$ cat config.mk
export PLATFORM = sky130hd
export DESIGN_NAME = cfg_i2c_target
export DESIGN_NICKNAME = d
export VERILOG_FILES = /design/src/rtl/cfg_i2c_pkg.sv /design/src/rtl/i2c_line_sync.sv /design/src/rtl/i2c_target_seq.sv /design/src/rtl/cfg_regbank.sv /design/src/rtl/cfg_i2c_target.sv
export SDC_FILE = /design/constraint.sdc
export NUM_CORES = 1
export LEC_CHECK = 0
export BUFFER_PORTS_ARGS = -buffer_cell sky130_fd_sc_hd__buf_2
export CORE_AREA = 2 2 84 86
export DETAILED_ROUTE_END_ITERATION = 12
export DIE_AREA = 0 0 86 88
export HOLD_SLACK_MARGIN = 0.06
export PLACE_DENSITY = 0.81
export SLEW_MARGIN = 15
export SYNTH_ARGS = -nofsm -noshare
export SYNTH_HDL_FRONTEND = slang
export SYNTH_SLANG_ARGS = --single-unit
$ cat constraint.sdc
create_clock -name clk -period 2.7 [get_ports clk]
set_input_delay 0.54 -clock clk [delete_from_list [all_inputs] [get_ports clk]]
set_output_delay 0.54 -clock clk [all_outputs]
set_load 0.01 [all_outputs]
$ cat src/rtl/cfg_i2c_pkg.sv
package cfg_i2c_pkg;

  typedef enum logic [3:0] {
    ST_IDLE,
    ST_ADDR,
    ST_ADDR_ACK,
    ST_PTR,
    ST_PTR_ACK,
    ST_WDAT,
    ST_WDAT_ACK,
    ST_RDAT,
    ST_RACK,
    ST_SKIP
  } bus_st_e;

  localparam logic [7:0] GLOBAL_RST  = 8'h44;
  localparam logic [7:0] CHAN_RST    = 8'h06;
  localparam logic [7:0] GLOBAL_MASK = 8'h7F;
  localparam logic [7:0] CHAN_MASK   = 8'h3F;

endpackage

$ cat src/rtl/i2c_line_sync.sv
module i2c_line_sync #(
  parameter int STAGES = 2
) (
  input  logic clk,
  input  logic rst_n,
  input  logic scl_raw,
  input  logic sda_raw,
  output logic sda_s,
  output logic scl_rise,
  output logic scl_fall,
  output logic start_evt,
  output logic stop_evt
);

  logic [STAGES-1:0] scl_ff, sda_ff;
  logic scl_q, sda_q, scl_s;

  always_ff @(posedge clk or negedge rst_n) begin
    if (!rst_n) begin
      scl_ff <= '1;
      sda_ff <= '1;
      scl_q  <= 1'b1;
      sda_q  <= 1'b1;
    end else begin
      scl_ff <= {scl_ff[STAGES-2:0], scl_raw};
      sda_ff <= {sda_ff[STAGES-2:0], sda_raw};
      scl_q  <= scl_ff[STAGES-1];
      sda_q  <= sda_ff[STAGES-1];
    end
  end

  assign scl_s     = scl_ff[STAGES-1];
  assign sda_s     = sda_ff[STAGES-1];
  assign scl_rise  = scl_s & ~scl_q;
  assign scl_fall  = ~scl_s & scl_q;
  assign start_evt = scl_s & scl_q & sda_q & ~sda_s;
  assign stop_evt  = scl_s & scl_q & ~sda_q & sda_s;

endmodule

$ cat src/rtl/i2c_target_seq.sv
module i2c_target_seq
  import cfg_i2c_pkg::*;
#(
  parameter logic [6:0] DEV_ADDR = 7'h38
) (
  input  logic       clk,
  input  logic       rst_n,
  input  logic       sda_s,
  input  logic       scl_rise,
  input  logic       scl_fall,
  input  logic       start_evt,
  input  logic       stop_evt,
  input  logic [7:0] rd_data,
  output logic       sda_pull,
  output logic [7:0] ptr,
  output logic       wr_en,
  output logic [7:0] wr_data
);

  bus_st_e    st;
  logic [3:0] cnt;
  logic [7:0] shreg, txreg;
  logic       rd_mode, mack;

  assign wr_en   = (st == ST_WDAT_ACK) && scl_rise;
  assign wr_data = shreg;

  always_ff @(posedge clk or negedge rst_n) begin
    if (!rst_n) begin
      st       <= ST_IDLE;
      cnt      <= '0;
      shreg    <= '0;
      txreg    <= '0;
      ptr      <= '0;
      sda_pull <= 1'b0;
      rd_mode  <= 1'b0;
      mack     <= 1'b0;
    end else if (start_evt) begin
      st       <= ST_ADDR;
      cnt      <= '0;
      sda_pull <= 1'b0;
    end else if (stop_evt) begin
      st       <= ST_IDLE;
      cnt      <= '0;
      sda_pull <= 1'b0;
    end else begin
      case (st)
        ST_ADDR, ST_PTR, ST_WDAT: begin
          if (scl_rise) begin
            shreg <= {shreg[6:0], sda_s};
            cnt   <= cnt + 4'd1;
          end else if (scl_fall && cnt == 4'd8) begin
            cnt <= '0;
            if (st == ST_ADDR) begin
              if (shreg[7:1] == DEV_ADDR) begin
                sda_pull <= 1'b1;
                rd_mode  <= shreg[0];
                st       <= ST_ADDR_ACK;
              end else begin
                st <= ST_SKIP;
              end
            end else if (st == ST_PTR) begin
              sda_pull <= 1'b1;
              st       <= ST_PTR_ACK;
            end else begin
              sda_pull <= 1'b1;
              st       <= ST_WDAT_ACK;
            end
          end
        end
        ST_ADDR_ACK: begin
          if (scl_fall) begin
            cnt <= '0;
            if (rd_mode) begin
              txreg    <= rd_data;
              sda_pull <= ~rd_data[7];
              st       <= ST_RDAT;
            end else begin
              sda_pull <= 1'b0;
              st       <= ST_PTR;
            end
          end
        end
        ST_PTR_ACK: begin
          if (scl_fall) begin
            ptr      <= shreg;
            sda_pull <= 1'b0;
            st       <= ST_WDAT;
          end
        end
        ST_WDAT_ACK: begin
          if (scl_fall) begin
            sda_pull <= 1'b0;
            st       <= ST_WDAT;
          end
        end
        ST_RDAT: begin
          if (scl_rise) begin
            cnt <= cnt + 4'd1;
          end else if (scl_fall) begin
            if (cnt == 4'd8) begin
              cnt      <= '0;
              sda_pull <= 1'b0;
              st       <= ST_RACK;
            end else begin
              txreg    <= {txreg[6:0], 1'b0};
              sda_pull <= ~txreg[6];
            end
          end
        end
        ST_RACK: begin
          if (scl_rise) begin
            mack <= ~sda_s;
          end else if (scl_fall) begin
            if (mack) begin
              txreg    <= rd_data;
              sda_pull <= ~rd_data[7];
              st       <= ST_RDAT;
            end else begin
              st <= ST_SKIP;
            end
          end
        end
        default: ;
      endcase
    end
  end

endmodule

$ cat src/rtl/cfg_regbank.sv
module cfg_regbank
  import cfg_i2c_pkg::*;
#(
  parameter int NUM_CH = 4
) (
  input  logic                clk,
  input  logic                rst_n,
  input  logic                wr_en,
  input  logic [7:0]          ptr,
  input  logic [7:0]          wr_data,
  input  logic                thermal_evt,
  input  logic [NUM_CH-1:0]   chan_req,
  input  logic                up_req,
  output logic [7:0]          cfg_o,
  output logic [NUM_CH*8-1:0] chan_cfg_o,
  output logic [7:0]          rd_data,
  output logic                therm_flag
);

  localparam int         STAT_W    = NUM_CH + 2;
  localparam logic [7:0] STAT_ADDR = 8'(NUM_CH + 1);

  logic [STAT_W-1:0] stat_bits;

  always_ff @(posedge clk or negedge rst_n) begin
    if (!rst_n) begin
      cfg_o <= GLOBAL_RST;
    end else if (wr_en && ptr == 8'h00) begin
      cfg_o <= wr_data & GLOBAL_MASK;
    end
  end

  for (genvar g = 0; g < NUM_CH; g++) begin : g_chan
    always_ff @(posedge clk or negedge rst_n) begin
      if (!rst_n) begin
        chan_cfg_o[g*8 +: 8] <= CHAN_RST;
      end else if (wr_en && ptr == 8'(g + 1)) begin
        chan_cfg_o[g*8 +: 8] <= wr_data & CHAN_MASK;
      end
    end
  end

  always_ff @(posedge clk or negedge rst_n) begin
    if (!rst_n) begin
      therm_flag <= 1'b0;
    end else if (thermal_evt) begin
      therm_flag <= 1'b1;
    end
  end

  assign stat_bits = {up_req, chan_req, therm_flag};

  always_comb begin
    rd_data = 8'h00;
    if (ptr == 8'h00) rd_data = cfg_o;
    for (int i = 0; i < NUM_CH; i++) begin
      if (ptr == 8'(i + 1)) rd_data = chan_cfg_o[i*8 +: 8];
    end
    if (ptr == STAT_ADDR) rd_data = 8'(stat_bits);
  end

endmodule

$ cat src/rtl/cfg_i2c_target.sv
module cfg_i2c_target #(
  parameter int         NUM_CH      = 4,
  parameter logic [6:0] DEV_ADDR    = 7'h38,
  parameter int         SYNC_STAGES = 2
) (
  input  logic                clk,
  input  logic                rst_n,
  input  logic                scl_i,
  input  logic                sda_i,
  output logic                sda_pull_o,
  input  logic                thermal_evt_i,
  input  logic [NUM_CH-1:0]   chan_req_i,
  input  logic                up_req_i,
  output logic [7:0]          cfg_o,
  output logic [NUM_CH*8-1:0] chan_cfg_o
);

  logic       sda_s, scl_rise, scl_fall, start_evt, stop_evt;
  logic [7:0] ptr, wr_data, rd_data;
  logic       wr_en, therm_flag;

  i2c_line_sync #(.STAGES(SYNC_STAGES)) u_sync (
    .clk       (clk),
    .rst_n     (rst_n),
    .scl_raw   (scl_i),
    .sda_raw   (sda_i),
    .sda_s     (sda_s),
    .scl_rise  (scl_rise),
    .scl_fall  (scl_fall),
    .start_evt (start_evt),
    .stop_evt  (stop_evt)
  );

  i2c_target_seq #(.DEV_ADDR(DEV_ADDR)) u_seq (
    .clk       (clk),
    .rst_n     (rst_n),
    .sda_s     (sda_s),
    .scl_rise  (scl_rise),
    .scl_fall  (scl_fall),
    .start_evt (start_evt),
    .stop_evt  (stop_evt),
    .rd_data   (rd_data),
    .sda_pull  (sda_pull_o),
    .ptr       (ptr),
    .wr_en     (wr_en),
    .wr_data   (wr_data)
  );

  cfg_regbank #(.NUM_CH(NUM_CH)) u_regs (
    .clk         (clk),
    .rst_n       (rst_n),
    .wr_en       (wr_en),
    .ptr         (ptr),
    .wr_data     (wr_data),
    .thermal_evt (thermal_evt_i),
    .chan_req    (chan_req_i),
    .up_req      (up_req_i),
    .cfg_o       (cfg_o),
    .chan_cfg_o  (chan_cfg_o),
    .rd_data     (rd_data),
    .therm_flag  (therm_flag)
  );

endmodule

Yosys cells after proc, flatten, opt, wreduce, memory -nomap -nowiden
Index checks and enable logic that the tools add are counted.
{ "word_totals": {"in_bits": 10, "ff_bits": 72} }
{ "classes": {"n_eq_ne": 37, "muxes": 57, "bitwise_logic": 16, "n_reduce_logical": 21, "n_addsub": 1} }
{ "ops": {"columns": ["cell", "n"], "rows": [
  ["$mux 4", 22],
  ["$mux 7", 9],
  ["$mux 8", 5],
  ["$ne 4x3->1 const B", 6],
  ["$reduce_and 11->1", 2],
  ["$pmux 7 s3", 1],
  ["$pmux 4 s5", 1],
  ["$eq 4x3->1 const B", 4],
  ["$eq 8x2->1 const B", 2],
  ["$eq 8x3->1 const B", 2],
  ["$mux 1", 15],
  ["$ne 5x3->1 const B", 3],
  ["$ne 4x4->1 const B", 3],
  ["$pmux 4 s3", 1],
  ["$reduce_and 4->1", 3],
  ["$ne 2x1->1 const B", 5],
  ["$reduce_and 10->1", 1],
  ["$not 1->1", 9],
  ["$eq 4x2->1 const B", 2],
  ["$eq 4x4->1 const B", 2],
  ["$eq 8x1->1 const B", 1],
  ["$logic_not 8->1", 1],
  ["$and 1x1->1", 7],
  ["$eq 7x6->1 const B", 1],
  ["16 further kinds", 24]
]} }

Logic depth before layout (Yosys ltp)
Gate-level depths: netlist (run 1).
{ "logic_depth": {"depth_word": 14, "mapped_depth": 8, "ltp_nobuf": 7} }

By module
Synthesis (run 1) repeated with hierarchy kept, for this count alone.
{ "hier_totals": {"cells_unflattened": 303, "hier_area_um2": 3726.1} }
{ "by_module_without_submodules": {"columns": ["mod", "n_inst", "area_per_inst_um2", "cells_per_inst", "seq_area_each_um2"], "rows": [
  ["i2c_target_seq", 1, 1875.5, 175, 850.8],
  ["cfg_regbank", 1, 1660.3, 118, 813.3],
  ["i2c_line_sync", 1, 190.2, 10, 157.7]
]} }

Worst setup path before layout (run 1)
Ideal clock, no wire load.
{ "synth_timing": {"path_kind": "register to register", "from": "register u_seq.st[1]", "to": "register u_seq.st[0]", "t_arrival_ns": 1.834, "required_ns": 2.575, "slack_ns": 0.741, "setup_time_ns": 0.125, "stages_incl_launch_ff": 6, "path_cell_list": "dfrtp_1 or4b_4 nor2_2 a211oi_1 a211oi_4 mux2_2"} }
{ "synth_between": {"elab_chain_cells": 7, "elab_cells_between_ends": 27, "classes_between": "17 x eq/ne; 6 x mux; 4 x reduce/logical"} }
{ "synth_rtl": {"columns": ["item", "line", "text"], "rows": [
  ["start, declared", "i2c_target_seq.sv:20", "bus_st_e st;"],
  ["start signal, assigned", "i2c_target_seq.sv:30", "st <= ST_IDLE;"],
  ["start signal, assigned", "i2c_target_seq.sv:39", "st <= ST_ADDR;"],
  ["start signal, assigned", "i2c_target_seq.sv:43", "st <= ST_IDLE;"],
  ["$eq 4x1->1", "i2c_target_seq.sv:47, i2c_target_seq.sv:54", null],
  ["$mux 4", "i2c_target_seq.sv:54", "if (st == ST_ADDR) begin"],
  ["$mux 4", "i2c_target_seq.sv:52", "end else if (scl_fall && cnt == 4'd8) begin"],
  ["$mux 4", "i2c_target_seq.sv:49", "if (scl_rise) begin"],
  ["$pmux 4 s5", "i2c_target_seq.sv:47", "case (st)"],
  ["$mux 4", "i2c_target_seq.sv:42", "end else if (stop_evt) begin"],
  ["$mux 4", "i2c_target_seq.sv:38", "end else if (start_evt) begin"]
]} }
Parallel ways exist; a longest one is shown, timed or not. The select of a mux whose other input is x is not followed.
A chain may end at the register's enable or synchronous reset.

Worst setup path after layout (run 1)
{ "layout_timing": {"from": "register u_seq.st[0]", "to": "register u_seq.st[0]"} }
The elaborated chain is that of the path after synthesis.

==> reports/metrics.yaml, run 1 <==
power:
  leakage_nw: 1.97
  vdd_ir_drop_max_v: 0.000530
  finalPower_mw: 4.02
  p_per_area_nw_per_um2: 948
routing:
  dr.pass1.iters: 4
  postRouteAntennaNets: 0
  wl_per_cell_microns: 18.4
  wirelength_microns: 8220
  viasPerCell: 6.06
  route.detailed.drc: 0
  vias: 2704
  drtIter0Drc: 179
timing:
  finalMaxSlewViolations: 0
  min_period_ns: 2.33
  fin_crit_sh_pct: 86.3
  fin_tns_setup_ns: 0
  worst_pin_slew_ns: 0.749
  hold_viol: 0
  worst_slew_margin_rel_pct: 49.6
  timing.fmax_mhz: 429
  rsz0062_at_grt: "false"
  skew_ns: 0.0126
  setup_viol: 0
logic_synthesis:
  synth-main-ff-cell: "dfrtp_1"
  synth.area.top_cells: "dfrtp_1 (37%), mux2_2 (15%), dfstp_2 (11%)"
  synth_edf_count: 0
  ys_async_sr_fraction_pct: 100
  synth_top_cell_by_area: "dfrtp_1"
  yosysUniqueCellTypes: 66
  syn_inst: 320
  synth.avg_cell_area_sq_um: 11.8
  synth.most_common_cell: "dfrtp_1"
  synth-seq-cells: 72
  synthTopCellsByCount: "dfrtp_1 (56), mux2_2 (50), dfstp_2 (16), o21ai_0 (16), nor2_1 (15)"
  synth_top_cell_area_share_pct: 37.1
  yosys_warnings: 0
  ys_seq_area_share_pct: 48.3
  netlist_area_sq_um: 3770
cts:
  clkTransAtPathRegs_ns: 0.08
  cts_resized: 0
  clkSinkCount: 72
  cts_made_buffers: 9
  cts_tree: "yes"
  h-tree-depth: 3
  clock_path_buffers: 2
  cts_setup_buffers: 0
  cts_hold_buf: 0
  cts-root-buf: "clkbuf_8"
  clk_latency_ns: 0.36
final_layout:
  n_antenna_cell: 0
  layout.cells.non_filler: 446
  drive_gt1_share_pct: 40.4
  num-nets-final: 373
  syn2layout_area_growth_pct: 12.2
  fin_area_sq_um: 4240
critical_path:
  critical-path-slowest-cell: "or4b_4"
  crit_arrival_ns: 2.57
  cp_max_fo: 20
  start_kind: "flip-flop"
  critPathCaptureType: "flip-flop"
  reg2reg_from: "u_seq.st[0]"
  ff2ff_setup_slack_ns: 0.37
  setup.worst_path.class: "reg -> reg"
  crit_path_max_incr_delay_ns: 0.64
  reg2reg_depth: 5
  cp_data_required_time_ns: 2.94
  path_cells: "or4b_4, nor2_2, a211oi_1, a211oi_4, mux2_2"
  timing.rr.end: "u_seq.st[0]"
placed_design:
  dpl-instance-area_sq_um: 4010
  hpwl_microns: 5860
  port_buffers: 41
  dp.cells: 430
  gp_congestion: 0.882
global_route:
  grt_use_total_pct: 23.6
  grt_pass1_vias: 2707
  grt_max_degree: 73
  grt_pass1_wl_microns: 13500
  antenna_found_initial: 0
  overflow: 0
floorplanning:
  io_pins: 51
  die_h_microns: 88
  coreArea_sq_um: 6640
  die_area_sq_um: 7570
  initial_core_util_pct: 56.8
  die_w_microns: 86
  rows: 30
job:
  maxCapViolCount: 0
outcome:
  status: "finished, final reports clean"
worst_hold_path:
  hold_path_class: "in -> async"
routing by layer:
layer  up-vias  GRT usage [%]  share of wire (%)
li1       1249              -                  -
met1      1336           32.1                 45
met2        96           36.1                 47
met3        23           4.52                5.0
met4         0           12.4                3.1
met5         -              0                  0
stage by stage:
step	util [%]	setup WS (ns)	hold WS, ns
finish	63.7	0.370	0.185
global route	63.7	0.222	0.234
CTS	63.7	0.394	0.212
detailed placement	60.4	0.403	0.348
global placement	60.4	0.457	0.346
floorplan	-	0.741	0.244
state kept, by name, indices dropped and copies added (netlist names):
name	count
u_regs.chan_cfg_o	24
u_seq.ptr	8
u_seq.wr_data	8
u_regs.cfg_o	7
u_seq.txreg	7
u_seq.cnt	4
u_seq.st	4
u_sync.scl_ff	2
u_sync.sda_ff	2
u_regs.therm_flag	1
u_seq.mack	1
u_seq.rd_mode	1
u_seq.sda_pull	1
u_sync.scl_q	1
u_sync.sda_q	1
where the power goes:
group,switching [mW],total [mW],leakage [nW],internal [mW]
registers,0.389,1.72,0.910,1.33
clock network,0.435,0.962,0.107,0.527
logic,0.704,1.34,0.952,0.636
cell usage in the layout (no fill, tap or decap), types with 4 or more instances in the layout:
cell,instances
buf_2,41
nor3_1,4
a21o_1,7
dfstp_2,16
nand3_1,9
o21ai_0,16
dfrtp_1,56
nand2b_1,8
mux2i_1,7
inv_1,7
buf_4,4
a211oi_1,5
clkbuf_8,9
mux4_2,4
conb_1,9
nand2_1,14
nor2_1,15
a21oi_1,10
o211ai_1,4
mux2_2,50
cells by family (layout without fill, tap and decap cells):
kind of cell | after synthesis | after routing | share of synthesized area (%)
other | 1 | 9 | 0.0994
buffers and inverters | 31 | 69 | 4.54
XOR/XNOR | 1 | 1 | 0.232
multiplexers | 62 | 62 | 19.5
AND/OR/NAND/NOR | 89 | 89 | 15.4
adder cells (fa/ha/maj) | 2 | 2 | 0.663
AO/OA/AOI/OAI | 62 | 62 | 11.4
flip-flops | 72 | 72 | 48.3
final cells by class:
class | instances | area (sq um)
Tap cell | 80 | 100
Inverter | 7 | 26.3
Fill cell | 509 | 2410
Clock inverter | 6 | 93.8
Multi-Input combinational cell | 225 | 1810
Sequential cell | 72 | 1820
Timing Repair Buffer | 46 | 255
Clock buffer | 10 | 128
worst max-delay path, delay by kind of cell (launching register included):
family	cells	cell delay, ns
AO/OA/AOI/OAI	2	0.45
flip-flops	1	0.60
multiplexers	1	0.37
AND/OR/NAND/NOR	2	0.79
how the worst max path moves through the flow:
stage | from | depth (start not counted) | end
floorplan | u_seq.st[1] | 5 | u_seq.st[0]
global route | u_seq.st[0] | 5 | u_seq.txreg[5]
CTS | u_seq.st[0] | 5 | u_seq.st[0]
detailed placement | u_seq.st[0] | 5 | u_seq.st[0]
global placement | u_seq.st[0] | 5 | u_seq.st[0]
finish | u_seq.st[0] | 5 | u_seq.st[0]
No activity file was read; power rests on OpenSTA's default activity.
==> run 2: changes to the inputs <==
Settings changed: CORE_AREA 2 2 84 86 to 2 2 83 85, CTS_BUF_LIST set to sky130_fd_sc_hd__clkbuf_4, DIE_AREA 0 0 86 88 to 0 0 85 87, PLACE_DENSITY 0.81 to 0.83.
==> run 2 against run 1 <==
  * Die area shrank 2.3%
  * Critical path type unchanged
  * Maximum frequency shrank 0.74%
  * Clock power shrank 37%
  * Clock skew grew 0.0046 ns
  * Non-clock buffer count is the same
==> reports/metrics.yaml, run 2 (synthesized netlist as in run 1, its figures left out) <==
outcome:
  status: "finished, final reports clean"
floorplanning:
  initial_core_util_pct: 57.4
  die_h_microns: 87
  io_pins: 51
  die_area_sq_um: 7400
  rows: 30
  die_w_microns: 85
  coreArea_sq_um: 6570
routing:
  drtIter0Drc: 208
  vias: 2703
  wirelength_microns: 8090
  postRouteAntennaNets: 0
  dr.pass1.iters: 4
  viasPerCell: 6.06
  route.detailed.drc: 0
  wl_per_cell_microns: 18.1
timing:
  fin_crit_sh_pct: 86.9
  rsz0062_at_grt: "false"
  setup_viol: 0
  worst_pin_slew_ns: 0.739
  hold_ws_ns: 0.131
  timing.fmax_mhz: 426
  finalMaxSlewViolations: 0
  skew_ns: 0.0172
  worst_slew_margin_rel_pct: 50.3
  hold_viol: 0
  fin_tns_setup_ns: 0
  min_period_ns: 2.35
final_layout:
  nFillCells: 516
  num-nets-final: 373
  n_antenna_cell: 0
  ff_latch_area_sq_um: 1820
  drive_gt1_share_pct: 40.7
  post-route-util_pct: 62.9
  mostFrequentLayoutCell: "dfrtp_1"
  top_register: "u_regs.chan_cfg_o"
  syn2layout_area_growth_pct: 9.55
  largest_reg_flops: 24
  multiInputGateArea_sq_um: 1810
  final_cell_mix: "dfrtp_1 (56), mux2_2 (50), buf_2 (41), o21ai_0 (16), dfstp_2 (16)"
  fin_area_sq_um: 4130
critical_path:
  critPathCaptureType: "flip-flop"
  cp_max_fo: 20
  setup.worst_path.class: "reg -> reg"
  cp_data_required_time_ns: 3.02
  crit_arrival_ns: 2.67
  start_kind: "flip-flop"
cts:
  cts_setup_buffers: 0
  clk_latency_ns: 0.42
  cts_resized: 0
  clkSinkCount: 72
  cts-root-buf: "clkbuf_4"
  cts_made_buffers: 9
  cts_tree: "yes"
  cts_hold_buf: 0
  clkTransAtPathRegs_ns: 0.12
  clock_path_buffers: 2
  h-tree-depth: 3
power:
  p_per_area_nw_per_um2: 880
  leakage_nw: 1.92
  vdd_ir_drop_max_v: 0.000555
placed_design:
  hpwl_microns: 5910
  port_buffers: 41
  gp_congestion: 0.938
  dpl-instance-area_sq_um: 4010
global_route:
  grt_pass1_wl_microns: 13600
  grt_max_degree: 36
  antenna_found_initial: 0
  grt_use_total_pct: 23.6
  overflow: 0
  grt_pass1_vias: 2666
job:
  maxCapViolCount: 0
worst_hold_path:
  hold_path_class: "in -> async"
-- run 2: power by group --
part | leakage (nW) | internal (mW) | switching [mW]
logic | 0.952 | 0.628 | 0.672
clock network | 0.0590 | 0.202 | 0.402
registers | 0.910 | 1.33 | 0.408
total | 1.92 | 2.16 | 1.48
-- run 2: area by class of cell --
cell class              count  area share (%)
multi-input cells         225            43.8
clock inverters             6            1.09
flip-flops and latches     72            44.1
repair buffers             46            6.17
well taps                  80            2.42
inverters                   7           0.636
clock buffers              10            1.82
-- run 2: path summary, 6_finish.rpt --
path / from / endpoint / slack (ns) / depth (start not counted)
setup reg to reg: u_seq.st[0] / u_seq.st[0] / 0.35 / 5
hold / removal: rst_n / u_seq.txreg[2] / 0.13 / 1
setup / recovery: u_seq.st[0] / u_seq.st[0] / 0.35 / 5
min in group clk: scl_i / u_sync.scl_ff[0] / 0.21 / 1
max in group asynchronous: rst_n / u_regs.chan_cfg_o[10] / 1.88 / 2
hold reg to reg: u_sync.scl_ff[0] / u_sync.scl_ff[1] / 0.36 / 0
-- run 2: per-stage QoR --
| step | cells | setup slack (ns) | total power, mW |
|---|---|---|---|
| floorplan | 328 | 0.741 | 2.69 |
| CTS | 446 | 0.370 | 3.65 |
| global route | 446 | 0.211 | 3.89 |
| detailed placement | 430 | 0.388 | 3.05 |
| finish | 446 | 0.353 | 3.64 |
| global placement | 430 | 0.437 | 3.01 |
-- run 2: per-layer routing --
| layer | share of wire (%) | track usage [%] | up-vias |
|---|---|---|---|
| met5 | 0 | 0 | - |
| met4 | 1.6 | 9.52 | 0 |
| met3 | 4.6 | 3.79 | 10 |
| met2 | 49 | 37.7 | 74 |
| met1 | 45 | 32.4 | 1372 |
| li1 | - | - | 1247 |
-- run 2: critical path, cell delays in order (launching register included) --
cell	delay [ns]
dfrtp_1	0.61
or4b_4	0.65
nor2_2	0.15
a211oi_1	0.09
a211oi_4	0.37
mux2_2	0.37
